--- src/rtl/gpio_pkg.sv ---
package gpio_pkg;

    localparam int ADDR_W      = 8;
    localparam int WIDX_W      = ADDR_W - 2;
    localparam int WORD_W      = 32;
    localparam int FN_W        = 3;
    localparam int FN_PER_WORD = 10;
    localparam int PULL_W      = 2;

    // Word indexes (byte offset / 4); bank 1 of each pair is base + 1.
    localparam logic [WIDX_W-1:0] W_SET0  = 6'd7;
    localparam logic [WIDX_W-1:0] W_CLR0  = 6'd10;
    localparam logic [WIDX_W-1:0] W_LEV0  = 6'd13;
    localparam logic [WIDX_W-1:0] W_PULL  = 6'd37;
    localparam logic [WIDX_W-1:0] W_PCLK0 = 6'd38;

    typedef enum logic [2:0] {
        FN_INPUT  = 3'b000,
        FN_OUTPUT = 3'b001,
        FN_ALT5   = 3'b010,
        FN_ALT4   = 3'b011,
        FN_ALT0   = 3'b100,
        FN_ALT1   = 3'b101,
        FN_ALT2   = 3'b110,
        FN_ALT3   = 3'b111
    } gpio_fn_e;

    typedef enum logic [0:0] {
        PL_IDLE  = 1'b0,
        PL_APPLY = 1'b1
    } pull_state_e;

endpackage

--- src/rtl/gpio_insync.sv ---
module gpio_insync #(
    parameter int WIDTH = 54
) (
    input  logic             clk,
    input  logic             rst_n,
    input  logic [WIDTH-1:0] d,
    output logic [WIDTH-1:0] q
);
    logic [WIDTH-1:0] stage1_q;
    logic [WIDTH-1:0] stage2_q;

    always_ff @(posedge clk or negedge rst_n) begin
        if (!rst_n) stage1_q <= '0;
        else        stage1_q <= d;
    end

    always_ff @(posedge clk or negedge rst_n) begin
        if (!rst_n) stage2_q <= '0;
        else        stage2_q <= stage1_q;
    end

    assign q = stage2_q;

    AST_SYNC_TWO_STAGE: assert property (@(posedge clk) disable iff (!rst_n)
        $past(stage1_q) == stage2_q);
endmodule

--- src/rtl/gpio_fsel.sv ---
module gpio_fsel
    import gpio_pkg::*;
#(
    parameter int NUM_PINS = 54
) (
    input  logic                          clk,
    input  logic                          rst_n,
    input  logic                          wr_en,
    input  logic [WIDX_W-1:0]             wr_word,
    input  logic [FN_PER_WORD*FN_W-1:0]   wr_data,
    input  logic [WIDX_W-1:0]             rd_word,
    output logic [WORD_W-1:0]             rd_data,
    output logic [NUM_PINS*FN_W-1:0]      fn_flat
);
    localparam int FSEL_WORDS = (NUM_PINS + FN_PER_WORD - 1) / FN_PER_WORD;

    logic [NUM_PINS*FN_W-1:0] fn_q;

    always_ff @(posedge clk or negedge rst_n) begin
        if (!rst_n) begin
            for (int p = 0; p < NUM_PINS; p++) fn_q[p*FN_W +: FN_W] <= FN_INPUT;
        end else if (wr_en) begin
            for (int p = 0; p < NUM_PINS; p++) begin
                if (wr_word == WIDX_W'(p / FN_PER_WORD))
                    fn_q[p*FN_W +: FN_W] <= wr_data[(p % FN_PER_WORD)*FN_W +: FN_W];
            end
        end
    end

    always_comb begin
        rd_data = '0;
        for (int p = 0; p < NUM_PINS; p++) begin
            if (rd_word == WIDX_W'(p / FN_PER_WORD))
                rd_data[(p % FN_PER_WORD)*FN_W +: FN_W] = fn_q[p*FN_W +: FN_W];
        end
    end

    assign fn_flat = fn_q;

    AST_FSEL_HOLD: assert property (@(posedge clk) disable iff (!rst_n)
        !(wr_en && (wr_word < WIDX_W'(FSEL_WORDS))) |=> $stable(fn_q));
endmodule

--- src/rtl/gpio_pull.sv ---
module gpio_pull
    import gpio_pkg::*;
#(
    parameter int NUM_PINS = 54
) (
    input  logic                       clk,
    input  logic                       rst_n,
    input  logic                       wr_en,
    input  logic [WIDX_W-1:0]          wr_word,
    input  logic [WORD_W-1:0]          wr_data,
    input  logic [WIDX_W-1:0]          rd_word,
    output logic [WORD_W-1:0]          rd_data,
    output logic [NUM_PINS*PULL_W-1:0] pull_flat
);
    logic [PULL_W-1:0]          mode_q;
    logic [NUM_PINS-1:0]        pclk_q;
    logic [NUM_PINS*PULL_W-1:0] pull_q;
    pull_state_e                state_q;
    pull_state_e                state_d;

    // Software-visible mode and clock words
    always_ff @(posedge clk or negedge rst_n) begin
        if (!rst_n) begin
            mode_q <= '0;
            pclk_q <= '0;
        end else if (wr_en) begin
            if (wr_word == W_PULL) mode_q <= wr_data[PULL_W-1:0];
            for (int p = 0; p < NUM_PINS; p++) begin
                if (wr_word == WIDX_W'(W_PCLK0 + WIDX_W'(p / WORD_W)))
                    pclk_q[p] <= wr_data[p % WORD_W];
            end
        end
    end

    // Next-state logic: wait / arm / hold / release
    always_comb begin
        state_d = state_q;
        unique case (state_q)
            PL_IDLE:  if (|pclk_q)    state_d = PL_APPLY;
            PL_APPLY: if (pclk_q == '0) state_d = PL_IDLE;
            default:  state_d = PL_IDLE;
        endcase
    end

    // State register
    always_ff @(posedge clk or negedge rst_n) begin
        if (!rst_n) state_q <= PL_IDLE;
        else        state_q <= state_d;
    end

    // Output process: latch pull settings while applying
    always_ff @(posedge clk or negedge rst_n) begin
        if (!rst_n) begin
            pull_q <= '0;
        end else begin
            unique case (state_q)
                PL_APPLY: begin
                    for (int p = 0; p < NUM_PINS; p++)
                        if (pclk_q[p]) pull_q[p*PULL_W +: PULL_W] <= mode_q;
                end
                default: ;
            endcase
        end
    end

    always_comb begin
        rd_data = '0;
        if (rd_word == W_PULL) rd_data[PULL_W-1:0] = mode_q;
        for (int p = 0; p < NUM_PINS; p++) begin
            if (rd_word == WIDX_W'(W_PCLK0 + WIDX_W'(p / WORD_W)))
                rd_data[p % WORD_W] = pclk_q[p];
        end
    end

    assign pull_flat = pull_q;

    AST_PULL_IDLE_HOLD: assert property (@(posedge clk) disable iff (!rst_n)
        (state_q == PL_IDLE) |=> $stable(pull_q));
    AST_PULL_ARM: assert property (@(posedge clk) disable iff (!rst_n)
        (state_q == PL_IDLE && |pclk_q) |=> (state_q == PL_APPLY));
endmodule

--- src/rtl/gpio_regbank.sv ---
module gpio_regbank
    import gpio_pkg::*;
#(
    parameter int NUM_PINS = 54
) (
    input  logic                       clk,
    input  logic                       rst_n,
    input  logic [ADDR_W-1:0]          bus_addr,
    input  logic [WORD_W-1:0]          bus_wdata,
    input  logic                       bus_we,
    input  logic                       bus_re,
    output logic [WORD_W-1:0]          bus_rdata,
    input  logic [NUM_PINS-1:0]        pin_in,
    output logic [NUM_PINS-1:0]        pin_out,
    output logic [NUM_PINS-1:0]        pin_oe,
    output logic [NUM_PINS*FN_W-1:0]   pin_func,
    output logic [NUM_PINS*PULL_W-1:0] pin_pull
);
    logic              addr_ok;
    logic [WIDX_W-1:0] word;
    logic              wr_en;
    logic [WORD_W-1:0] fsel_rd;
    logic [WORD_W-1:0] pull_rd;
    logic [WORD_W-1:0] lev_rd;
    logic [NUM_PINS-1:0] lev_sync;
    logic [NUM_PINS-1:0] out_q;
    logic [WORD_W-1:0] rdata_q;

    assign addr_ok = (bus_addr[1:0] == 2'b00);
    assign word    = bus_addr[ADDR_W-1:2];
    assign wr_en   = bus_we && addr_ok;

    gpio_fsel #(.NUM_PINS(NUM_PINS)) u_fsel (
        .clk     (clk),
        .rst_n   (rst_n),
        .wr_en   (wr_en),
        .wr_word (word),
        .wr_data (bus_wdata[FN_PER_WORD*FN_W-1:0]),
        .rd_word (word),
        .rd_data (fsel_rd),
        .fn_flat (pin_func)
    );

    gpio_pull #(.NUM_PINS(NUM_PINS)) u_pull (
        .clk       (clk),
        .rst_n     (rst_n),
        .wr_en     (wr_en),
        .wr_word   (word),
        .wr_data   (bus_wdata),
        .rd_word   (word),
        .rd_data   (pull_rd),
        .pull_flat (pin_pull)
    );

    gpio_insync #(.WIDTH(NUM_PINS)) u_insync (
        .clk   (clk),
        .rst_n (rst_n),
        .d     (pin_in),
        .q     (lev_sync)
    );

    // Output latches: write-one-to-set / write-one-to-clear banks
    always_ff @(posedge clk or negedge rst_n) begin
        if (!rst_n) begin
            out_q <= '0;
        end else if (wr_en) begin
            for (int p = 0; p < NUM_PINS; p++) begin
                if (word == WIDX_W'(W_SET0 + WIDX_W'(p / WORD_W)) && bus_wdata[p % WORD_W])
                    out_q[p] <= 1'b1;
                else if (word == WIDX_W'(W_CLR0 + WIDX_W'(p / WORD_W)) && bus_wdata[p % WORD_W])
                    out_q[p] <= 1'b0;
            end
        end
    end

    // Level banks
    always_comb begin
        lev_rd = '0;
        for (int p = 0; p < NUM_PINS; p++) begin
            if (word == WIDX_W'(W_LEV0 + WIDX_W'(p / WORD_W)))
                lev_rd[p % WORD_W] = lev_sync[p];
        end
    end

    always_ff @(posedge clk or negedge rst_n) begin
        if (!rst_n)      rdata_q <= '0;
        else if (bus_re) rdata_q <= addr_ok ? (fsel_rd | pull_rd | lev_rd) : '0;
    end

    generate
        for (genvar g = 0; g < NUM_PINS; g++) begin : g_oe
            assign pin_oe[g] = (pin_func[g*FN_W +: FN_W] == FN_OUTPUT);
        end
    endgenerate

    assign pin_out   = out_q;
    assign bus_rdata = rdata_q;

    // Independent decode of the reserved space for checking
    logic chk_resv;
    always_comb begin
        chk_resv = (bus_addr[1:0] != 2'b00) || (bus_addr == 8'h18) || (bus_addr == 8'h24)
                || (bus_addr == 8'h30) || (bus_addr == 8'h3C)
                || (bus_addr >= 8'h40 && bus_addr <= 8'h90) || (bus_addr > 8'h9C);
    end

    AST_SET_PIN0: assert property (@(posedge clk) disable iff (!rst_n)
        (bus_we && bus_addr == 8'h1C && bus_wdata[0]) |=> pin_out[0]);
    AST_CLR_PIN0: assert property (@(posedge clk) disable iff (!rst_n)
        (bus_we && bus_addr == 8'h28 && bus_wdata[0]) |=> !pin_out[0]);
    AST_OUT_HOLD: assert property (@(posedge clk) disable iff (!rst_n)
        !(bus_we && (bus_addr == 8'h1C || bus_addr == 8'h20 || bus_addr == 8'h28 || bus_addr == 8'h2C))
        |=> $stable(pin_out));
    AST_RESV_READ_ZERO: assert property (@(posedge clk) disable iff (!rst_n)
        (bus_re && chk_resv) |=> (bus_rdata == '0));
    AST_LEV_UPPER_ZERO: assert property (@(posedge clk) disable iff (!rst_n)
        (bus_re && bus_addr == 8'h38) |=> (bus_rdata[31:22] == '0));
    AST_RDATA_HOLD: assert property (@(posedge clk) disable iff (!rst_n)
        !bus_re |=> $stable(bus_rdata));
endmodule

--- config.mk ---
export PLATFORM = sky130hd
export DESIGN_NAME = gpio_regbank
export DESIGN_NICKNAME = d
export VERILOG_FILES = /design/src/rtl/gpio_pkg.sv /design/src/rtl/gpio_insync.sv /design/src/rtl/gpio_fsel.sv /design/src/rtl/gpio_pull.sv /design/src/rtl/gpio_regbank.sv
export SDC_FILE = /design/constraint.sdc
export NUM_CORES = 1
export LEC_CHECK = 0
export ABC_CLOCK_PERIOD_IN_PS = 3110
export BUFFER_PORTS_ARGS = -buffer_cell sky130_fd_sc_hd__buf_4
export CELL_PAD_IN_SITES_DETAIL_PLACEMENT = 0
export CELL_PAD_IN_SITES_GLOBAL_PLACEMENT = 1
export CORE_UTILIZATION = 40
export CTS_CLUSTER_SIZE = 12
export DETAILED_ROUTE_END_ITERATION = 6
export HOLD_SLACK_MARGIN = 0.1
export PLACE_DENSITY_LB_ADDON = 0.25
export SLEW_MARGIN = 0
export SYNTH_ARGS = -nofsm -noshare
export SYNTH_HDL_FRONTEND = slang
export SYNTH_HIERARCHICAL = 1
export SYNTH_SLANG_ARGS = --single-unit
--- constraint.sdc ---
create_clock -name clk -period 3.11 [get_ports clk]
set_input_delay 0.622 -clock clk [delete_from_list [all_inputs] [get_ports clk]]
set_output_delay 0.622 -clock clk [all_outputs]
set_load 0.1 [all_outputs]
==> reports/qor.csv, run 1 <==
metric,value,unit
GRT busiest layer,met2,
htree depth,2,
pwr/cell area,604,nW/um^2
max-capacitance violation count,0,
Ports,508,
CTS resizes,0,
layout cells sized above 1,50.9,%
startpoint class of the critical path,flop,
Port Buf Inserts,507,
status,finished clean,
Core Area,54100,um^2
"Async S/R FF share, synth",100,%
clock sink total,521,
via count,16500,
root buf cell,clkbuf_16,
Reg2Reg Depth,5,
Syn-to-layout area delta,32.1,%
Static Leakage,14.5,nW
GR Util met2,46.1,%
Ys Warns,6,
fmax,0.427,GHz
Via density,5.73,
"area leader, netlist",dfrtp_1,
initial antenna violation count,1,
Post-Syn Area,22100,um^2
"Buf+Inv Stages, Crit Path",1,
Worst-Skew Late Latency,0.62,ns
"Slew Viols, Final",0,
hold depth,1,
CP Max Fanout,4,
Die ar.,56100,um^2
Slew @ Worst Pin,1.08,ns
critical path cell sequence,nor3b_2 > buf_4,
Synth Flop Type,dfrtp_1,
vias in the first global route,16700,
Synth Area per Inst,13.8,um^2
Post-Place Cells,2738,
largest net degree at the start of global routing,83,
most area-consuming cells after synthesis,"dfrtp_1 59%, mux2_2 18%, nand4_1 2.3%, nor3b_1 1.9%, a32o_1 1.5%",
endpoint class of the critical path,primary output,
"count leader, synth",dfrtp_1,
RSZ-0062 raised after global routing,no,
HP Class,in2reg,
post-synthesis sequential area ratio,59.1,%
Placer Congestion,0.885,
cell row count,85,
final wirelength,79.3,mm
met1 GRT Util,37.6,%
wire length per cell,27.5,um
crit share post-route,75.2,%
Post-Layout Inst Area,29100,um^2
"Hold Vio Cnt, Final",0,
Yosys reg bits,521,
CTS Buf Count,56,
post-synthesis cell type count,48,
CP arrival,1.72,ns
slowest cell delay on critical path,0.44,ns
grt met3 use,5.02,%
GRT overflow,0,
Reg2Reg Launch Point,u_pull/mode_q[0],
placed cell area,26900,um^2
Final Instance Count excl. Fillers,2883,
Max-Slew Margin vs Limit,28.1,%
Post-synth EDFFs,0,
Final ANT Viol Nets,0,
stages on the worst setup path,2,
Residual DRC,0,
initial core utilization,40.7,%
HPWL after detailed placement,57.6,mm
total power,17.6,mW
Peak VDD IR,421,uV
Crit Path Category,reg2out,
Iter 0 DRT Violations,1340,
Post-synth top cells,"521 x dfrtp_1, 351 x mux2_2, 80 x nand4_1",
First-pass DRT Iterations,5,
fin crit period,2.34,ns
Die Height,237,um
worst clock skew,0.0246,ns
CP Data Required Time,2.49,ns
gr usage total,28.1,%
setup tns final,0,ns
"delay-heaviest family, CP",flip-flops,
Syn Inst Count,1603,
Final setup violation count,0,
crit path from,u_fsel/fn_flat[130],
CTS tree,done,
clock-pin slew on the worst setup and hold paths,0.06,ns
Die W,237,um
hold_sp,pin_in[20],
clk buf depth,3,
nets,2244,
global-route wire length before repair,116,mm
critical path's slowest cell,dfrtp_1,
Synth top area share,59.1,%
## flip-flops by register name, indices dropped and copies added, names as in the netlist
signal	count
u_fsel/fn_flat	162
u_pull/pull_flat	108
pin_out	54
u_insync/q	54
u_insync/stage1_q	54
u_pull/pclk_q	54
bus_rdata	32
u_pull/mode_q	2
u_pull/state_q	1
## power by group
part / internal, mW / total [mW] / switching, mW
sequential: 7.11 / 7.48 / 0.376
combinational: 0.830 / 3.50 / 2.67
clock: 3.88 / 6.61 / 2.73
## cell type report
type | count | area [um^2]
inverter | 1 | 3.75
fill | 4575 | 25000
timing repair buffer | 604 | 4760
multi-input combinational | 962 | 8640
sequential | 521 | 13000
clock buffer | 78 | 1600
tap | 696 | 871
antenna | 2 | 5.00
clock inverter | 19 | 210
## worst reg2reg max path: cells and delay by family, from the launching register on
family	cells	cell delay [ns]
AO/OA/AOI/OAI	3	0.52
flip-flops	1	1.07
AND/OR/NAND/NOR	2	0.34
## cells by family (layout without fill, tap and decap cells)
group,after synthesis,after routing,share of synthesized area (%)
flops,521,521,59.1
other cells,1,4,0.0170
buf+inv,121,702,3.16
simple gates,376,376,9.98
compound gates,180,180,6.71
mux,404,404,21.0
## cell usage in the layout (no fill, tap or decap), types with 8 or more instances in the layout
cell type,netlist,final
a32o_1,34,34
nand2_1,71,71
a221o_1,22,22
o211ai_1,21,21
dfrtp_1,521,518
clkinv_2,0,10
mux2_4,20,20
clkbuf_1,44,12
nand4_1,80,80
nor2b_1,29,27
o21ai_0,48,48
mux2_2,351,351
and2_1,11,11
nor2_1,47,47
nand3_1,36,34
dlygate4sd3_1,0,46
a32o_2,20,20
nor3b_2,1,55
nand2b_1,11,11
clkbuf_8,0,9
clkbuf_16,0,57
buf_12,0,8
a32oi_1,18,18
nor4_1,13,13
mux2i_1,29,29
buf_4,12,549
a2bb2oi_1,12,12
## per-layer routing
layer	wire length, um	vias up
met5	0	-
met1	33400	8651
met3	4690	128
met4	2510	0
met2	38700	654
li1	-	7076
## path summary, 6_finish.rpt
kind	to	slack, ns
setup / recovery	pin_oe[43]	0.77
hold / removal	u_insync/stage1_q[20]	0.14
setup reg to reg	bus_rdata[0]	1.14
hold reg to reg	u_insync/q[34]	0.34
max in group asynchronous	u_insync/q[53]	1.63
min in group asynchronous	u_insync/stage1_q[25]	0.56
## through the flow
stage	utilization (%)	hold WS (ns)	worst slack [ns]
final	53.8	0.136	0.770
after CTS	53.8	0.102	0.746
after global placement	49.6	0.332	0.379
after detailed placement	49.6	0.335	0.328
after floorplan	-	0.326	0.211
after global routing	53.8	0.100	0.718
## what timing repair did
action | 4_1_cts | 5_1_grt
setup buffers | 0 | 0
hold endpoints to repair | 94 | 0
hold buffers | 46 | 0
Note: power is estimated with default switching activity, not from simulation.
==> inputs of run 2 (changes only) <==
Settings changed: ABC_CLOCK_PERIOD_IN_PS 3110 to 2250.
Clock period 3.11 ns to 2.25 ns, I/O delays scaled along.
==> reports/qor.csv, run 2 (synthesis results as in run 1) <==
metric,value,unit,change
Die W,237,um,unchanged
Static Leakage,14.6,nW,+0.86%
internal power,16.3,mW,+38%
Final setup violation count,0,,unchanged
total power,24.3,mW,+38%
hold_sp,bus_wdata[22],,
RSZ-0062 raised after global routing,no,,
Reg2Reg Launch Point,u_fsel/fn_flat[21],,
"commonest cells after routing, fill and taps aside","575 x buf_4, 464 x dfrtp_1, 351 x mux2_2",,
CP Data Required Time,1.80,ns,-0.69 ns
HPWL after detailed placement,55.9,mm,-2.9%
endpoint class of the critical path,primary output,,
CP Max Fanout,4,,unchanged
Ports,508,,unchanged
Clock Power Share,36.9,%,-0.7 points
Post-Place Cells,2781,,+1.6%
NetSw,7.99,mW,+38%
HP Class,in2reg,,
clk buf depth,3,,unchanged
cell row count,85,,unchanged
register area,13100,um^2,+0.52%
wire length per cell,26.4,um,-4.0%
critical path's slowest cell,dfrtp_1,,
Die Height,237,um,unchanged
initial antenna violation count,1,,unchanged
Peak VDD IR,639,uV,+52%
Placer Congestion,0.853,,-3.7%
Die ar.,56100,um^2,unchanged
Hold Path End,u_fsel/fn_flat[142],,
setup tns final,0,ns,unchanged
First-pass DRT Iterations,5,,unchanged
fmax,0.470,GHz,
final wirelength,77.7,mm,-2.0%
layout cells sized above 1,53.9,%,+3.0 points
pwr/cell area,806,nW/um^2,+33%
Switching Fraction,32.9,%,+0.071 points
slowest cell delay on critical path,0.46,ns,+0.02 ns
GRT overflow,0,,unchanged
reg2reg end,bus_rdata[21],,
"Hold Vio Cnt, Final",0,,unchanged
initial core utilization,40.7,%,unchanged
CP arrival,1.68,ns,-0.04 ns
fin crit period,2.13,ns,
worst clock skew,0.0263,ns,+0.00170 ns
root buf cell,clkbuf_16,,
startpoint class of the critical path,flop,,
global-route wire length before repair,115,mm,-0.88%
CTS resizes,0,,unchanged
Final Instance Count excl. Fillers,2941,,+2.0%
largest net degree at the start of global routing,79,,-4.8%
clock-pin slew on the worst setup and hold paths,0.06,ns,about the same
CTS Hold Bufs,57,,+24%
Worst-Skew Late Latency,0.63,ns,about the same
status,finished clean,,
Reg2Reg Depth,6,,+1
Via density,5.60,,-2.3%
Residual DRC,0,,unchanged
Logic pwr share,20.6,%,+0.7 points
"Slew Viols, Final",0,,unchanged
gr usage total,27.6,%,-0.46 points
hold depth,2,,+1
Largest register FFs,162,,unchanged
CTS Buf Count,56,,unchanged
CTS tree,done,,
Filler cells,4438,,-3.0%
post-CTS setup buffer count,0,,unchanged
via count,16500,,-0.33%
clock sink total,521,,unchanged
worst reg2reg setup slack,0.32,ns,-0.82 ns
vias in the first global route,17100,,+2.3%
max-capacitance violation count,0,,unchanged
Syn-to-layout area delta,36.8,%,
"most common cell after layout, fill and taps aside",buf_4,,
Final ANT Viol Nets,0,,unchanged
Iter 0 DRT Violations,1149,,-14%
Core Area,54100,um^2,unchanged
Sequential Power Share,42.4,%,about the same
crit share post-route,94.5,%,
worst hold slack,0.148,ns,+0.0121 ns
Slew @ Worst Pin,0.813,ns,-0.265 ns
Crit Path Category,reg2out,,
Max-Slew Margin vs Limit,45.8,%,+18 points
nets,2298,,+2.4%
critical path cell sequence,nor3b_4 > buf_4,,
footprint of the multi-input gates,8980,um^2,+3.9%
Port Buf Inserts,507,,unchanged
htree depth,2,,unchanged
-- run 2: changes by cell type in the layout (fill, tap and decap cells not counted), moves of 2 or more --
cell	before	now
buf_12	8	25
buf_4	549	575
bufinv_16	4	1
clkbuf_1	12	18
clkbuf_8	9	15
clkinv_2	10	7
clkinvlp_4	3	1
dfrtp_1	518	464
dfrtp_2	3	57
dlygate4sd3_1	46	57
nor3b_2	55	1
nor3b_4	3	57
-- run 2: worst max-delay path by stage --
stage,endpoint,startpoint,cells past startpoint
after floorplan,pin_oe[11],u_fsel/fn_flat[35],1
after global placement,bus_rdata[3],bus_addr[3],9
after detailed placement,bus_rdata[14],bus_addr[3],7
after CTS,pin_oe[43],u_fsel/fn_flat[131],2
after global routing,pin_oe[43],u_fsel/fn_flat[131],2
final,pin_oe[43],u_fsel/fn_flat[130],2
-- run 2: critical path: cells and delay by family, from the launching register on --
kind          cells  cell delay [ns]
simple gates      1             0.26
buf+inv           1             0.33
flops             1             0.46
-- run 2: metal layers --
metal,GRT usage (%),vias to the layer above,wire length [um]
li1,-,7180,-
met1,36.8,8512,33000
met2,45.5,628,37800
met3,4.37,135,4280
met4,10.3,0,2680
met5,0,-,0
-- run 2: power by group through the flow --
stage | combinational, mW | clock [mW] | sequential, mW
3_5_place_dp | 4.95 | 0 | 10.5
6_report | 5.02 | 8.98 | 10.3
5_1_grt | 5.18 | 9.54 | 10.4
2_1_floorplan | 1.25 | 0 | 12.5
4_1_cts | 5.04 | 9.16 | 10.3
3_3_place_gp | 4.91 | 0 | 10.5
-- run 2: final cells by class --
class,instances,area share (%)
clock buffer,89,5.55
clock inverter,13,0.419
multi-input combinational,962,29.8
timing repair buffer,658,17.9
tap,696,2.89
sequential,521,43.5
inverter,1,0.0124
antenna,1,0.00829
-- run 2: through the flow --
step | area (um^2) | setup slack (ns) | utilization [%]
floorplan | 22700 | 0.0561 | -
global placement | 27800 | -0.165 | 51.3
detailed placement | 27800 | -0.196 | 51.3
CTS | 30200 | 0.0525 | 55.7
global route | 30200 | 0.0551 | 55.7
finish | 30200 | 0.123 | 55.7
==> inputs of run 3 (changes only) <==
Settings changed: ABC_CLOCK_PERIOD_IN_PS 2250 to 2000.
Clock period 2.25 ns to 2 ns, I/O delays scaled along.
==> reports/qor.csv, run 3 (synthesis results as in run 1) <==
metric,value,unit,change
CP arrival,1.61,ns,-0.07 ns
clock-pin slew on the worst setup and hold paths,0.07,ns,about the same
fmax,0.497,GHz,
"Slew Viols, Final",0,,unchanged
reg2reg end,bus_rdata[17],,
global-route wire length before repair,115,mm,+0.78%
Max-Slew Margin vs Limit,41.1,%,-4.7 points
placed cell area,28600,um^2,+3.0%
Post-Layout Inst Area,31700,um^2,+5.2%
worst hold slack,0.135,ns,-0.0131 ns
Reg2Reg Depth,7,,+1
Port Buf Inserts,507,,unchanged
Sequential Power Share,40.8,%,-1.6 points
RSZ-0062 raised after global routing,yes,,
"Hold Vio Cnt, Final",0,,unchanged
Residual DRC,0,,unchanged
layout cells sized above 1,59.8,%,+5.9 points
Core Area,54100,um^2,unchanged
Peak VDD IR,664,uV,+3.9%
HP Class,in2reg,,
initial core utilization,40.7,%,unchanged
worst clock skew,0.0258,ns,-0.000477 ns
status,finished with violations,,
CTS tree,done,,
gr usage total,27.8,%,+0.14 points
NetSw,9.26,mW,+16%
critical path's slowest cell,dfrtp_2,,
Placer Congestion,0.863,,+1.2%
end of the critical path,pin_oe[26],,
Die Height,237,um,unchanged
Static Leakage,15.0,nW,+2.5%
final wirelength,78.3,mm,+0.75%
clk buf depth,3,,unchanged
Iter 0 DRT Violations,1133,,-1.4%
Ports,508,,unchanged
register area,13400,um^2,+2.0%
largest net degree at the start of global routing,84,,+6.3%
total power,28.6,mW,+18%
Largest register FFs,162,,unchanged
CP Max Fanout,2,,-2
HPWL after detailed placement,56.5,mm,+1.0%
"commonest cells after routing, fill and taps aside","558 x buf_4, 358 x dfrtp_1, 321 x mux2_2",,
crit path from,u_fsel/fn_flat[79],,
final worst setup slack,-0.0103,ns,-0.133 ns
Final setup violation count,1,,+1
endpoint class of the critical path,primary output,,
critical path cell sequence,buf_6 > nor3b_4 > buf_12,,
pwr/cell area,902,nW/um^2,+12%
wire length per cell,26.1,um,-1.2%
worst reg2reg setup slack,0.09,ns,-0.23 ns
Final ANT Viol Nets,0,,unchanged
CTS Buf Count,57,,+1.8%
htree depth,2,,unchanged
Syn-to-layout area delta,43.9,%,
Crit Path Category,reg2out,,
Filler cells,4337,,-2.3%
Reg2Reg Launch Point,u_fsel/fn_flat[77],,
footprint of the multi-input gates,9110,um^2,+1.4%
failing checks,setup timing,,
Logic pwr share,20.2,%,-0.4 points
CP Data Required Time,1.60,ns,-0.20 ns
Clock Power Share,38.9,%,+2.0 points
Die W,237,um,unchanged
Die ar.,56100,um^2,unchanged
Slew @ Worst Pin,0.884,ns,+0.0709 ns
nets,2354,,+2.4%
cell row count,85,,unchanged
crit share post-route,101,%,
Switching Fraction,32.4,%,-0.53 points
First-pass DRT Iterations,5,,unchanged
startpoint class of the critical path,flop,,
internal power,19.4,mW,+19%
slowest cell delay on critical path,0.43,ns,-0.03 ns
clock sink total,521,,unchanged
initial antenna violation count,3,,+2
Worst-Skew Late Latency,0.63,ns,about the same
GRT overflow,0,,unchanged
via count,16600,,+0.79%
max-capacitance violation count,0,,unchanged
fin crit period,2.01,ns,
vias in the first global route,17200,,+0.33%
"most common cell after layout, fill and taps aside",buf_4,,
Via density,5.53,,-1.2%
root buf cell,clkbuf_16,,
-- run 3: per-stage QoR --
stage	std cells	setup TNS [ns]	worst slack, ns	util (%)
after floorplan	1604	-0.538	-0.0180	-
after global placement	2829	-12.67	-0.271	52.9
after detailed placement	2829	-17.15	-0.355	52.9
after CTS	2992	-0.122	-0.0470	58.4
after global routing	2998	-0.172	-0.0648	58.6
final	2999	-0.0103	-0.0103	58.6
-- run 3: worst min-delay path by stage --
stage | from | to | depth (start not counted)
6_report | bus_wdata[22] | u_fsel/fn_flat[82] | 2
2_1_floorplan | rst_n | bus_rdata[0] | 0
4_1_cts | bus_wdata[22] | u_fsel/fn_flat[82] | 2
3_3_place_gp | u_insync/stage1_q[40] | u_insync/q[40] | 0
3_5_place_dp | u_insync/stage1_q[24] | u_insync/q[24] | 0
5_1_grt | bus_wdata[22] | u_fsel/fn_flat[82] | 2
-- run 3: critical path: cells and delay by family, from the launching register on --
| kind | cells | cell delay, ns |
|---|---|---|
| buffers and inverters | 2 | 0.34 |
| DFF | 1 | 0.43 |
| and+or+nand+nor | 1 | 0.21 |
-- run 3: timing repair --
item | CTS | global route
pin swaps | 15 | 9
endpoints found under the setup margin | 45 | 28
hold buffers | 64 | 0
setup buffers | 14 | 6
endpoints found under the hold margin | 124 | 0
resized for setup | 85 | 28
-- run 3: layout make-up --
type	instances	area share (%)
repair buffers	713	20.0
multi-input cells	962	28.7
flip-flops and latches	521	42.1
inverters	1	0.0118
well taps	696	2.74
diodes	1	0.00789
clock buffers	89	5.50
clock inverters	16	0.911
-- run 3: power by group through the flow --
stage               sequential (mW)  clock, mW  combinational (mW)
floorplan                      14.1          0                1.42
global placement               11.8          0                5.58
detailed placement             11.8          0                5.63
CTS                            11.7       11.3                5.78
global route                   11.7       11.8                5.97
finish                         11.7       11.1                5.79
-- run 3: per-layer routing --
| layer | GRT usage (%) | wire length, um | up-vias | share of wire (%) |
|---|---|---|---|---|
| met3 | 4.39 | 4180 | 90 | 5.3 |
| met2 | 47.1 | 39000 | 559 | 50 |
| li1 | - | - | 7268 | - |
| met4 | 7.60 | 1810 | 0 | 2.3 |
| met5 | 0 | 0 | - | 0 |
| met1 | 36.9 | 33400 | 8668 | 43 |
